--- src/rtl/adc_cap_pkg.sv ---
package adc_cap_pkg;

   // Strap levels from lowest to highest; the outer two share a coding.
   typedef enum logic [1:0] {
      STRAP_LVL0 = 2'b00,
      STRAP_LVL1 = 2'b01,
      STRAP_LVL2 = 2'b10,
      STRAP_LVL3 = 2'b11
   } strap_lvl_e;

   function automatic logic strap_is_offset(input logic [1:0] lvl);
      return (lvl == STRAP_LVL0) || (lvl == STRAP_LVL3);
   endfunction

endpackage

--- src/rtl/adc_derand.sv ---
module adc_derand #(
   parameter int WORD_W = 16
) (
   input  logic [WORD_W-1:0] word_i,
   input  logic              en_i,
   output logic [WORD_W-1:0] word_o
);

   if (WORD_W < 2) begin : g_bad_width
      $error("adc_derand: WORD_W must be at least 2");
   end

   logic key;
   assign key = en_i & word_i[0];

   for (genvar b = 0; b < WORD_W; b++) begin : g_bit
      if (b == 0) begin : g_lsb
         assign word_o[b] = word_i[b];
      end else begin : g_upper
         assign word_o[b] = word_i[b] ^ key;
      end
   end

endmodule

--- src/rtl/adc_fmt_norm.sv ---
module adc_fmt_norm
   import adc_cap_pkg::*;
#(
   parameter int WORD_W = 16
) (
   input  logic [WORD_W-1:0] word_i,
   input  logic [1:0]        lvl_i,
   output logic [WORD_W-1:0] word_o
);

   if (WORD_W < 2) begin : g_bad_width
      $error("adc_fmt_norm: WORD_W must be at least 2");
   end

   logic flip_msb;
   assign flip_msb = strap_is_offset(lvl_i);

   always_comb begin
      word_o           = word_i;
      word_o[WORD_W-1] = word_i[WORD_W-1] ^ flip_msb;
   end

endmodule

--- src/rtl/adc_ovr_counter.sv ---
module adc_ovr_counter #(
   parameter int CNT_W    = 16,
   parameter bit SATURATE = 1'b1
) (
   input  logic             clk_i,
   input  logic             rst_i,
   input  logic             inc_i,
   output logic [CNT_W-1:0] count_o
);

   localparam logic [CNT_W-1:0] CNT_MAX = {CNT_W{1'b1}};
   localparam logic [CNT_W-1:0] CNT_ONE = CNT_W'(1);

   if (CNT_W < 1) begin : g_bad_width
      $error("adc_ovr_counter: CNT_W must be at least 1");
   end

   logic [CNT_W-1:0] cnt_q;
   logic             step;

   if (SATURATE) begin : g_sat
      assign step = inc_i && (cnt_q != CNT_MAX);
   end else begin : g_wrap
      assign step = inc_i;
   end

   always_ff @(posedge clk_i) begin
      if (rst_i) begin
         cnt_q <= '0;
      end else if (step) begin
         cnt_q <= cnt_q + CNT_ONE;
      end
   end

   assign count_o = cnt_q;

endmodule

--- src/rtl/adc_capture_decoder.sv ---
module adc_capture_decoder #(
   parameter int WORD_W = 16,
   parameter int CNT_W  = 16
) (
   input  logic              clk_i,
   input  logic              rst_i,
   input  logic [WORD_W-1:0] adc_word_i,
   input  logic              adc_ovr_i,
   input  logic              rand_en_i,
   input  logic [1:0]        fmt_mode_i,
   input  logic              drive_en_i,
   output logic [WORD_W-1:0] sample_o,
   output logic              ovr_o,
   output logic              valid_o,
   output logic [CNT_W-1:0]  ovr_count_o
);

   if (WORD_W < 2) begin : g_bad_word
      $error("adc_capture_decoder: WORD_W must be at least 2");
   end
   if (CNT_W < 1) begin : g_bad_cnt
      $error("adc_capture_decoder: CNT_W must be at least 1");
   end

   logic [WORD_W-1:0] plain_word;
   logic [WORD_W-1:0] signed_word;
   logic [WORD_W-1:0] sample_q;
   logic              ovr_q;
   logic              valid_q;
   logic              accept;

   assign accept = drive_en_i;

   adc_derand #(.WORD_W(WORD_W)) u_derand (
      .word_i (adc_word_i),
      .en_i   (rand_en_i),
      .word_o (plain_word)
   );

   adc_fmt_norm #(.WORD_W(WORD_W)) u_fmt (
      .word_i (plain_word),
      .lvl_i  (fmt_mode_i),
      .word_o (signed_word)
   );

   always_ff @(posedge clk_i) begin
      if (rst_i) begin
         sample_q <= '0;
         ovr_q    <= 1'b0;
         valid_q  <= 1'b0;
      end else begin
         valid_q <= accept;
         if (accept) begin
            sample_q <= signed_word;
            ovr_q    <= adc_ovr_i;
         end
      end
   end

   adc_ovr_counter #(.CNT_W(CNT_W), .SATURATE(1'b1)) u_cnt (
      .clk_i   (clk_i),
      .rst_i   (rst_i),
      .inc_i   (accept & adc_ovr_i),
      .count_o (ovr_count_o)
   );

   assign sample_o = sample_q;
   assign ovr_o    = ovr_q;
   assign valid_o  = valid_q;

endmodule

--- config.mk ---
export PLATFORM = sky130hd
export DESIGN_NAME = adc_capture_decoder
export DESIGN_NICKNAME = d
export VERILOG_FILES = /design/src/rtl/adc_cap_pkg.sv /design/src/rtl/adc_derand.sv /design/src/rtl/adc_fmt_norm.sv /design/src/rtl/adc_ovr_counter.sv /design/src/rtl/adc_capture_decoder.sv
export SDC_FILE = /design/constraint.sdc
export NUM_CORES = 1
export LEC_CHECK = 0
export ABC_AREA = 1
export BUFFER_PORTS_ARGS = -buffer_cell sky130_fd_sc_hd__clkbuf_2
export CAP_MARGIN = 20
export CORE_UTILIZATION = 45
export CTS_CLUSTER_DIAMETER = 60
export CTS_CLUSTER_SIZE = 16
export DETAILED_ROUTE_END_ITERATION = 7
export GPL_ROUTABILITY_DRIVEN = 0
export PLACE_DENSITY = 0.75
export SYNTH_ARGS = -nofsm -noshare
export SYNTH_HDL_FRONTEND = slang
export SYNTH_SLANG_ARGS = --single-unit
export TNS_END_PERCENT = 5
--- constraint.sdc ---
create_clock -name clk_i -period 1.4 [get_ports clk_i]
set_input_delay 0.14 -clock clk_i [delete_from_list [all_inputs] [get_ports clk_i]]
set_output_delay 0.14 -clock clk_i [all_outputs]
set_load 0.005 [all_outputs]
==> run_results.csv, run 1 <==
group,metric,value,unit
die,start_util,49.0,%
timing,whs,0.108,ns
worst_setup_path,cp_slowest_cell,"dfxtp_2",
cts,tritoncts,"yes",
timing,setup_violations,0,
grt,antenna_found_initial,0,
worst_hold_path,hp-class,"in2reg",
worst_setup_path,crit_top_cell,"nand2_1",
die,std_cell_rows,21,
cts,cts_buffer_depth,2,
worst_setup_path,required,1.58,ns
cts,htreeDepth,2,
worst_setup_path,crit_path_start_kind,"flip-flop",
die,core_area,0.00347,mm2
worst_setup_path,path_delay_family,"simple AND/OR/NAND/NOR gates",
routing,viasPerCell,4.80,
synth,yosysTopAreaCell,"dfxtp_1",
routing,wl_met3,199,um
final_layout,area_growth,31.3,%
timing,hold_violations,0,
die,die_h,63.4,um
cts,clock_latency,0.28,ns
synth,synthDistinctLibCells,23,
worst_setup_path,cp-end-kind,"flip-flop",
outcome,status,"complete, no violations",
timing,finalSetupTns,0,ns
routing,first_iter_violations,47,
synth,yosys_register_bits,34,
worst_setup_path,worstSetupStartpoint,"u_cnt.count_o[0]$_SDFFE_PP0P_",
grt,grt_max_degree,32,
routing,drt-pass1-iter-count,4,
cts,cts-root-buf,"clkbuf_8",
cts,cts.sinks,34,
timing,max_slew.worst_pin.slew,0.322,ns
worst_setup_path,worstPathArrival,1.49,ns
synth,synth.top_cell.area_share,40.1,%
power_and_ir_drop,total_leakage_power,1.01,nW
routing,wirelength,3.85,mm
grt,gr-total-overflow,0,
synth,synth_common_cells,"nand2_1 (52), nor2_1 (46), dfxtp_1 (34)",
synth,yosysMostFrequentCell,"nand2_1",
final_layout,diodes,0,
synth,syn_nets,266,
worst_setup_path,critPathKind,"reg2reg",
worst_setup_path,path_buf_inv,2,
placement,io_buffers,56,
synth,ys_seq_area_share,40.1,%
routing,met2_length,1.89,mm
synth,ys_warn_count,0,
timing,fin_skew,0.00766,ns
cts,cts_hold_buf,0,
synth,synthTopCellsByArea,"dfxtp_1 (40%), nand2_1 (11%), nor2_1 (10%)",
timing,rsz0062_at_grt,"yes",
worst_setup_path,cp_max_fo,4,
placement,dp_hpwl,2.89,mm
final_layout,final_net_count,337,
routing,top_layer_used,"met4",
timing,clock.fmax,0.760,GHz
timing,relSlewSlack,78.5,%
timing,period_needed,1.32,ns
worst_hold_path,hp-start,"rst_i",
synth,synthFlopType,"dfxtp_1",
die,io_pins,57,
synth,synthCells,242,
routing,drc,0,
timing,finalCritPeriodShare,94.0,%
power_and_ir_drop,p_per_area,878,mW/mm2
worst_setup_path,crit_chain,"ha_1 -> inv_1 -> nor2_4 -> nand4_4 -> buf_4 -> nand2_1 -> nand2_1 -> nand2_1 -> nor2_1",
cts,clk_pin_slew_worst_paths,0.06,ns
worst_setup_path,r2r_setup_slack,0.08,ns
grt,grt_pass1_vias,1649,
flow_run,maxCapViolations,0,
cts,cts_inserted_buffers,5,
worst_setup_path,reg2reg_from,"u_cnt.count_o[0]$_SDFFE_PP0P_",
final_layout,final.fill_count,350,
routing,vias,1724,
grt,grt_pass1_wl,6.74,mm
die,die_area,0.00403,mm2
grt,grt_use_total,21.1,%
final_layout,drive_above_1_share,31.0,%
synth,synth.avg_cell_area,7.02,um2
timing,drv_slew,0,
synth,synth_edf_count,0,
worst_setup_path,slowest_delay,0.33,ns
die,die_w,63.4,um
synth,syn_area,0.00170,mm2
routing,routedWlPerCell,10.7,um
power_and_ir_drop,ir_drop,701,uV
routing,ant_nets,0,
routing,wl_met1,1.71,mm
synth,async_flop_share,0,%
power by group:
group	internal [W]	switching, W
registers	0.00101	0.0000233
logic	0.000116	0.000128
clock network	0.000340	0.000337
per-layer routing:
layer	global-route usage [%]	vias to the layer above
met5	0	-
met4	7.10	0
met3	5.07	6
met2	37.9	50
met1	24.0	759
li1	-	909
state kept, by name, summed over array words and instances, names as in the netlist:
name and cells:
sample_o 16, u_cnt.count_o 16, ovr_o 1, valid_o 1
stage by stage:
stage / area [um2] / utilization, % / total power (W) / instances / setup slack [ns]
after floorplan: 1700 / - / 0.00118 / 242 / 0.00746
after global placement: 2100 / 60.6 / 0.00129 / 349 / 0.0256
after detailed placement: 2100 / 60.6 / 0.00130 / 349 / -0.0255
after CTS: 2210 / 63.7 / 0.00199 / 359 / 0.0475
after global routing: 2230 / 64.3 / 0.00207 / 359 / -0.0124
final: 2230 / 64.3 / 0.00196 / 359 / 0.0847
worst register-to-register path: stages (launching register included):
cell,delay (ns)
dfxtp_2,0.33
ha_1,0.16
inv_1,0.07
nor2_4,0.13
nand4_4,0.14
buf_4,0.17
nand2_1,0.07
nand2_1,0.05
nand2_1,0.05
nor2_1,0.04
path summary, 6_finish.rpt:
kind,end,cells after the start
worst max-delay path,u_cnt.count_o[14]$_SDFFE_PP0P_,9
worst min-delay path,ovr_o$_SDFFE_PP0P_,2
worst max register to register,u_cnt.count_o[14]$_SDFFE_PP0P_,9
worst min register to register,ovr_o$_SDFFE_PP0P_,2
repair_timing:
action | in CTS | in global routing
endpoints found under the hold margin | 0 | 0
buffers inserted | 3 | 0
endpoints found under the setup margin | 5 | 15
resized for setup | 1 | 11
pin swaps | 1 | 1
cells in the final DEF, fill, tap and decap left out, types with 6 or more instances in the layout:
cell / instances
o21ai_0: 17
xor2_1: 15
a21oi_1: 24
dfxtp_1: 28
inv_1: 20
buf_4: 13
nand3_1: 9
clkbuf_2: 56
dfxtp_2: 6
nand2_1: 51
nor2_1: 43
cell type report:
cell class / count / area (um2) / area share (%)
multi-input combinational: 180 / 917 / 41.1
sequential: 34 / 688 / 30.8
timing repair buffer: 71 / 409 / 18.3
inverter: 21 / 78.8 / 3.53
clock buffer: 6 / 72.6 / 3.25
tap: 46 / 57.6 / 2.58
clock inverter: 1 / 7.51 / 0.337
kinds of logic (layout without fill, tap and decap cells):
| group | after synthesis | after routing | synth area share, % |
|---|---|---|---|
| compound gates | 45 | 45 | 13.5 |
| xor+xnor | 16 | 16 | 8.25 |
| simple gates | 118 | 118 | 30.6 |
| buf+inv | 28 | 99 | 6.77 |
| fa+ha+maj | 1 | 1 | 0.736 |
| flops | 34 | 34 | 40.1 |
Power figures use the tool's default switching activity.
==> run 2, diff against run 1 <==
--- a/config.mk
+++ b/config.mk
@@ -8,12 +8,14 @@
 export ABC_AREA = 1
 export BUFFER_PORTS_ARGS = -buffer_cell sky130_fd_sc_hd__clkbuf_2
 export CAP_MARGIN = 20
-export CORE_UTILIZATION = 45
+export CELL_PAD_IN_SITES_DETAIL_PLACEMENT = 1
+export CELL_PAD_IN_SITES_GLOBAL_PLACEMENT = 1
+export CORE_UTILIZATION = 31
 export CTS_CLUSTER_DIAMETER = 60
 export CTS_CLUSTER_SIZE = 16
 export DETAILED_ROUTE_END_ITERATION = 7
 export GPL_ROUTABILITY_DRIVEN = 0
-export PLACE_DENSITY = 0.75
+export PLACE_DENSITY_LB_ADDON = 0.1
 export SYNTH_ARGS = -nofsm -noshare
 export SYNTH_HDL_FRONTEND = slang
 export SYNTH_SLANG_ARGS = --single-unit
==> run 2 against run 1 <==
Compared with the run above: clock skew fell by 0.00099 ns; register-to-register slack worse by 0.02 ns; final cell count increased by 8.6%; clock-buffer cell count fell by 1; sequential power about the same; final area increased by 6.6%; critical path depth decreased by 2; utilization decreased by 19 points; wire length increased by 26%; flip-flop and latch count is the same; critical path type unchanged; largest cell class unchanged.
==> run_results.csv, run 2 (synthesis results as in run 1) <==
group,metric,value,unit
power_and_ir_drop,pwr-share-comb,12.8,%
worst_setup_path,crit_path_start_kind,"flip-flop",
routing,vias,1810,
routing,routedWlPerCell,12.5,um
timing,clock.fmax,0.747,GHz
routing,wirelength,4.86,mm
cts,clk_pin_slew_worst_paths,0.07,ns
power_and_ir_drop,intPower,0.00147,W
cts,cts_buffer_depth,2,
die,io_pins,57,
timing,relSlewSlack,81.9,%
grt,antenna_found_initial,0,
final_layout,design_area,0.00238,mm2
timing,fin_skew,0.00666,ns
cts,tritoncts,"yes",
placement,dpl.cell_count,382,
timing,period_needed,1.34,ns
timing,finalCritPeriodShare,95.7,%
grt,gr-total-overflow,0,
cts,htreeDepth,2,
final_layout,final_cell_mix,"clkbuf_2 (56), nand2_1 (50), nor2_1 (38)",
worst_setup_path,critPathKind,"reg2reg",
routing,drc,0,
placement,place_area,0.00220,mm2
final_layout,final.fill_count,695,
power_and_ir_drop,ir_drop,443,uV
timing,max_slew.worst_pin.slew,0.272,ns
worst_setup_path,path_delay_family,"simple AND/OR/NAND/NOR gates",
die,die_area,0.00578,mm2
grt,grt_max_degree,32,
worst_setup_path,crit_chain,"ha_4 -> inv_4 -> nor2_4 -> nand4_4 -> buf_6 -> a21oi_1 -> nor2_1",
worst_setup_path,timing.rr.end,"u_cnt.count_o[6]$_SDFFE_PP0P_",
cts,cts_hold_buf,0,
routing,first_iter_violations,52,
die,die_h,76.0,um
power_and_ir_drop,p_per_area,842,mW/mm2
worst_setup_path,rr_worst_depth,7,
final_layout,final_net_count,344,
grt,grt_use_total,17.2,%
worst_setup_path,cp_max_fo,7,
worst_hold_path,hp-start,"adc_word_i[0]",
routing,ant_nets,0,
worst_hold_path,hp-class,"in2reg",
worst_setup_path,worstPathArrival,1.53,ns
worst_setup_path,r2r_setup_slack,0.06,ns
final_layout,drive_above_1_share,36.6,%
cts,clock_latency,0.29,ns
die,core_area,0.00520,mm2
timing,drv_slew,0,
timing,layout_setup_ws,0.0608,ns
power_and_ir_drop,p_seq_share,51.9,%
worst_hold_path,hold_depth,3,
die,start_util,32.6,%
power_and_ir_drop,p_clk_share,35.3,%
timing,setup_violations,0,
final_layout,final_cells,390,
final_layout,final_common_cell,"clkbuf_2",
timing,rsz0062_at_grt,"yes",
placement,place_ws,-0.0714,ns
routing,viasPerCell,4.64,
cts,cts_inserted_buffers,5,
cts,cts-root-buf,"clkbuf_8",
power_and_ir_drop,p_sw,0.000533,W
grt,grt_pass1_wl,7.85,mm
timing,hold_violations,0,
power_and_ir_drop,switching_share,26.6,%
grt,grt_pass1_vias,1741,
worst_setup_path,cp.depth,7,
final_layout,diodes,0,
placement,io_buffers,56,
placement,dp_hpwl,3.63,mm
power_and_ir_drop,total_leakage_power,1.06,nW
worst_setup_path,cp-end-kind,"flip-flop",
die,die_w,76.0,um
final_layout,area_growth,40.0,%
worst_setup_path,slowest_delay,0.36,ns
worst_setup_path,reg2reg_from,"u_cnt.count_o[1]$_SDFFE_PP0P_",
outcome,status,"complete, no violations",
die,std_cell_rows,26,
cts,cts.sinks,34,
worst_setup_path,path_buf_inv,2,
worst_hold_path,hold_end,"sample_o[0]$_SDFFE_PP0P_",
flow_run,maxCapViolations,0,
power_and_ir_drop,power,0.00200,W
worst_setup_path,required,1.59,ns
worst_setup_path,worstSetupStartpoint,"u_cnt.count_o[1]$_SDFFE_PP0P_",
worst_setup_path,cp_slowest_cell,"dfxtp_2",
routing,drt-pass1-iter-count,4,
-- run 2: changes by cell type in the layout (fill, tap and decap cells not counted), sizes merged --
cell | previous run | this run
buf | 15 | 22
clkinvlp | 1 | 0
clkinv | 1 | 3
clkbuf | 62 | 61
-- run 2: per-stage QoR --
stage / TNS (ns) / hold slack (ns) / utilization [%]
after CTS: -0.269 / 0.0969 / 43.9
after global routing: -0.147 / 0.102 / 45.7
after floorplan: 0 / 0.209 / -
after detailed placement: -0.473 / 0.405 / 42.3
after global placement: -0.0488 / 0.396 / 42.3
final: 0 / 0.101 / 45.7
-- run 2: routing by layer --
metal	vias up	GRT usage [%]	wire length, um
li1	919	-	-
met1	850	21.8	2300
met2	35	28.5	2290
met3	6	4.07	196
met4	0	5.77	68
met5	-	0	0
-- run 2: what timing repair did --
action / in CTS / in global routing
cloned: 0 / 0
gates resized for setup: 2 / 28
setup endpoints to repair: 11 / 15
buffers inserted: 0 / 1
pin swaps: 1 / 6
-- run 2: area by class of cell --
| type | count | area (um2) | area share (%) |
|---|---|---|---|
| flip-flops and latches | 34 | 687 | 28.9 |
| repair buffers | 78 | 469 | 19.7 |
| clock buffers | 5 | 68.8 | 2.89 |
| clock inverters | 2 | 10.0 | 0.421 |
| multi-input cells | 180 | 975 | 41.0 |
| inverters | 21 | 81.3 | 3.42 |
| well taps | 70 | 87.6 | 3.68 |
-- run 2: worst min-delay path: stages --
cell and delay (ns):
clkbuf_2 0.09, nor2_1 0.04, nor2_1 0.08
-- run 2: power groups by stage --
stage               clock network, W  logic (W)  registers, W
global route                0.000780   0.000287       0.00104
detailed placement                 0   0.000257       0.00106
CTS                         0.000740   0.000259       0.00104
global placement                   0   0.000251       0.00106
floorplan                          0   0.000119       0.00106
finish                      0.000708   0.000256       0.00104
-- run 2: worst max path at each step --
stage | end | slack [ns]
3_5_place_dp | u_cnt.count_o[9]$_SDFFE_PP0P_ | -0.07
6_report | u_cnt.count_o[6]$_SDFFE_PP0P_ | 0.06
5_1_grt | u_cnt.count_o[5]$_SDFFE_PP0P_ | -0.03
2_1_floorplan | u_cnt.count_o[2]$_SDFFE_PP0P_ | 0.007
3_3_place_gp | u_cnt.count_o[7]$_SDFFE_PP0P_ | -0.01
4_1_cts | u_cnt.count_o[9]$_SDFFE_PP0P_ | -0.06
==> run 3, diff against run 2 <==
--- a/config.mk
+++ b/config.mk
@@ -5,12 +5,11 @@
 export SDC_FILE = /design/constraint.sdc
 export NUM_CORES = 1
 export LEC_CHECK = 0
-export ABC_AREA = 1
 export BUFFER_PORTS_ARGS = -buffer_cell sky130_fd_sc_hd__clkbuf_2
 export CAP_MARGIN = 20
 export CELL_PAD_IN_SITES_DETAIL_PLACEMENT = 1
 export CELL_PAD_IN_SITES_GLOBAL_PLACEMENT = 1
-export CORE_UTILIZATION = 31
+export CORE_UTILIZATION = 32
 export CTS_CLUSTER_DIAMETER = 60
 export CTS_CLUSTER_SIZE = 16
 export DETAILED_ROUTE_END_ITERATION = 7
==> run 3 against run 2 <==
Compared with the run above: the flow now finishes with violations (negative setup slack); area after synthesis shrank 8.5%; wire length rose by 7.0%; first-iteration DRC count is 29% higher; maximum frequency is 15% lower; clock-buffer cell count grew 1; critical path type unchanged; critical path depth fell by 1; via count fell by 7.1%; final area increased by 6.9%; total power increased by 4.7%.
==> run_results.csv, run 3 <==
group,metric,value,unit
cts,cts_hold_buf,0,
cts,cts_buffer_depth,2,
placement,io_buffers,56,
grt,grt_pass1_vias,1762,
final_layout,area.sequential,703,um2
timing,relSlewSlack,78.2,%
routing,drc,0,
die,io_pins,57,
routing,vias,1681,
routing,ant_nets,0,
timing,max_slew.worst_pin.slew,0.326,ns
die,die_h,71.7,um
die,die_w,71.7,um
timing,period_needed,1.58,ns
cts,htreeDepth,2,
routing,drt-pass1-iter-count,4,
die,core_area,0.00450,mm2
flow_run,maxCapViolations,0,
final_layout,multi_input_area,983,um2
final_layout,final.fill_count,537,
grt,gr-total-overflow,0,
cts,clk_pin_slew_worst_paths,0.07,ns
synth,yosysTopAreaCell,"dfxtp_1",
outcome,status,"complete, but fails checks",
final_layout,fin_util,56.5,%
routing,wirelength,5.20,mm
synth,synth.top_cell.area_share,43.8,%
worst_setup_path,crit_path_start_kind,"flip-flop",
grt,grt_max_degree,33,
cts,tritoncts,"yes",
synth,synth_common_cells,"dfxtp_1 (34), nor2_1 (21), xor2_1 (15)",
cts,clock_latency,0.29,ns
die,std_cell_rows,24,
final_layout,diodes,0,
worst_setup_path,critPathKind,"reg2reg",
synth,ys_seq_area_share,43.8,%
timing,finalSetupTns,-1.34,ns
cts,cts_inserted_buffers,5,
synth,yosys_register_bits,34,
timing,layout_setup_ws,-0.185,ns
timing,hold_violations,0,
worst_setup_path,cp-end-kind,"flip-flop",
routing,routedWlPerCell,16.0,um
die,die_area,0.00514,mm2
worst_setup_path,required,1.62,ns
timing,fin_skew,0.00227,ns
power_and_ir_drop,ir_drop,467,uV
placement,dp_hpwl,3.60,mm
synth,yosysMostFrequentCell,"dfxtp_1",
synth,synthFlopType,"dfxtp_1",
worst_hold_path,hp-class,"in2reg",
die,start_util,34.5,%
routing,viasPerCell,5.17,
power_and_ir_drop,p_per_area,824,mW/mm2
synth,synthCells,170,
grt,grt_pass1_wl,8.49,mm
synth,synthDistinctLibCells,31,
synth,syn_nets,194,
outcome,violations,"negative setup slack",
final_layout,final_cell_mix,"clkbuf_2 (56), buf_4 (38), nor2_1 (21)",
final_layout,drive_above_1_share,55.7,%
routing,first_iter_violations,67,
cts,cts.sinks,34,
cts,cts-root-buf,"clkbuf_8",
final_layout,area_growth,63.6,%
power_and_ir_drop,total_leakage_power,1.17,nW
synth,synth.avg_cell_area,9.15,um2
synth,ys_warn_count,0,
synth,async_flop_share,0,%
timing,setup_violations,13,
worst_setup_path,worstPathArrival,1.81,ns
final_layout,final_common_cell,"clkbuf_2",
synth,synth_edf_count,0,
timing,clock.fmax,0.631,GHz
worst_setup_path,cp_max_fo,4,
timing,finalCritPeriodShare,113,%
timing,drv_slew,0,
grt,grt_use_total,21.3,%
synth,synthTopCellsByArea,"dfxtp_1 (44%), xor2_1 (8.4%), a211oi_1 (6.8%)",
timing,rsz0062_at_grt,"yes",
synth,syn_area,0.00156,mm2
final_layout,final_net_count,296,
grt,antenna_found_initial,0,
## run 3: cell families after synthesis
group | count (synthesis) | share of synthesized area, %
XOR/XNOR | 17 | 10.5
adder cells (fa/ha/maj) | 1 | 0.804
buffers and inverters | 12 | 3.54
multiplexers | 4 | 2.57
AO/OA/AOI/OAI | 40 | 17.8
AND/OR/NAND/NOR | 62 | 21.1
flip-flops | 34 | 43.8
## run 3: report_power, final
group	switching (W)	internal, W	leakage (nW)
Clock	0.000392	0.000396	0.0472
Combinational	0.000140	0.000136	0.837
Sequential	0.0000244	0.00101	0.286
Total	0.000557	0.00154	1.17
## run 3: what timing repair did
action / 4_1_cts / 5_1_grt
buffers inserted: 3 / 7
setup endpoints to repair: 15 / 16
pin swaps: 15 / 10
resized for setup: 17 / 21
## run 3: layout make-up
cell class | instances | share of cell area (%)
inverters | 2 | 0.295
repair buffers | 105 | 27.1
clock inverters | 2 | 0.492
multi-input cells | 124 | 38.7
flip-flops and latches | 34 | 27.6
well taps | 52 | 2.56
clock buffers | 6 | 3.25
## run 3: worst paths after layout
check | from | to | slack [ns] | cells after the start
max | u_cnt.count_o[10]$_SDFFE_PP0P_ | u_cnt.count_o[13]$_SDFFE_PP0P_ | -0.18 | 6
min | adc_word_i[0] | sample_o[0]$_SDFFE_PP0P_ | 0.14 | 3
max reg2reg | u_cnt.count_o[10]$_SDFFE_PP0P_ | u_cnt.count_o[13]$_SDFFE_PP0P_ | -0.18 | 6
min reg2reg | ovr_o$_SDFFE_PP0P_ | ovr_o$_SDFFE_PP0P_ | 0.49 | 2
## run 3: worst max-delay path: stages (launching register included)
cell     delay, ns
dfxtp_2       0.37
buf_6         0.11
and3_4        0.21
buf_6         0.10
nand2_4       0.04
or4_4         0.52
a21oi_4       0.16
## run 3: metrics by stage
step | area, um2 | cells | power [W] | setup WS [ns] | hold WS (ns)
6_report | 2540 | 325 | 0.00210 | -0.185 | 0.141
5_1_grt | 2540 | 325 | 0.00219 | -0.217 | 0.182
4_1_cts | 2410 | 318 | 0.00211 | -0.225 | 0.135
3_5_place_dp | 2210 | 307 | 0.00132 | -0.320 | 0.435
3_3_place_gp | 2210 | 307 | 0.00130 | -0.218 | 0.395
2_1_floorplan | 1620 | 170 | 0.00119 | -0.108 | 0.287
## run 3: routing by layer
metal	wire [um]	track usage (%)
met2	2820	38.6
met3	174	4.92
met1	2150	24.9
met5	0	0
met4	56	6.54
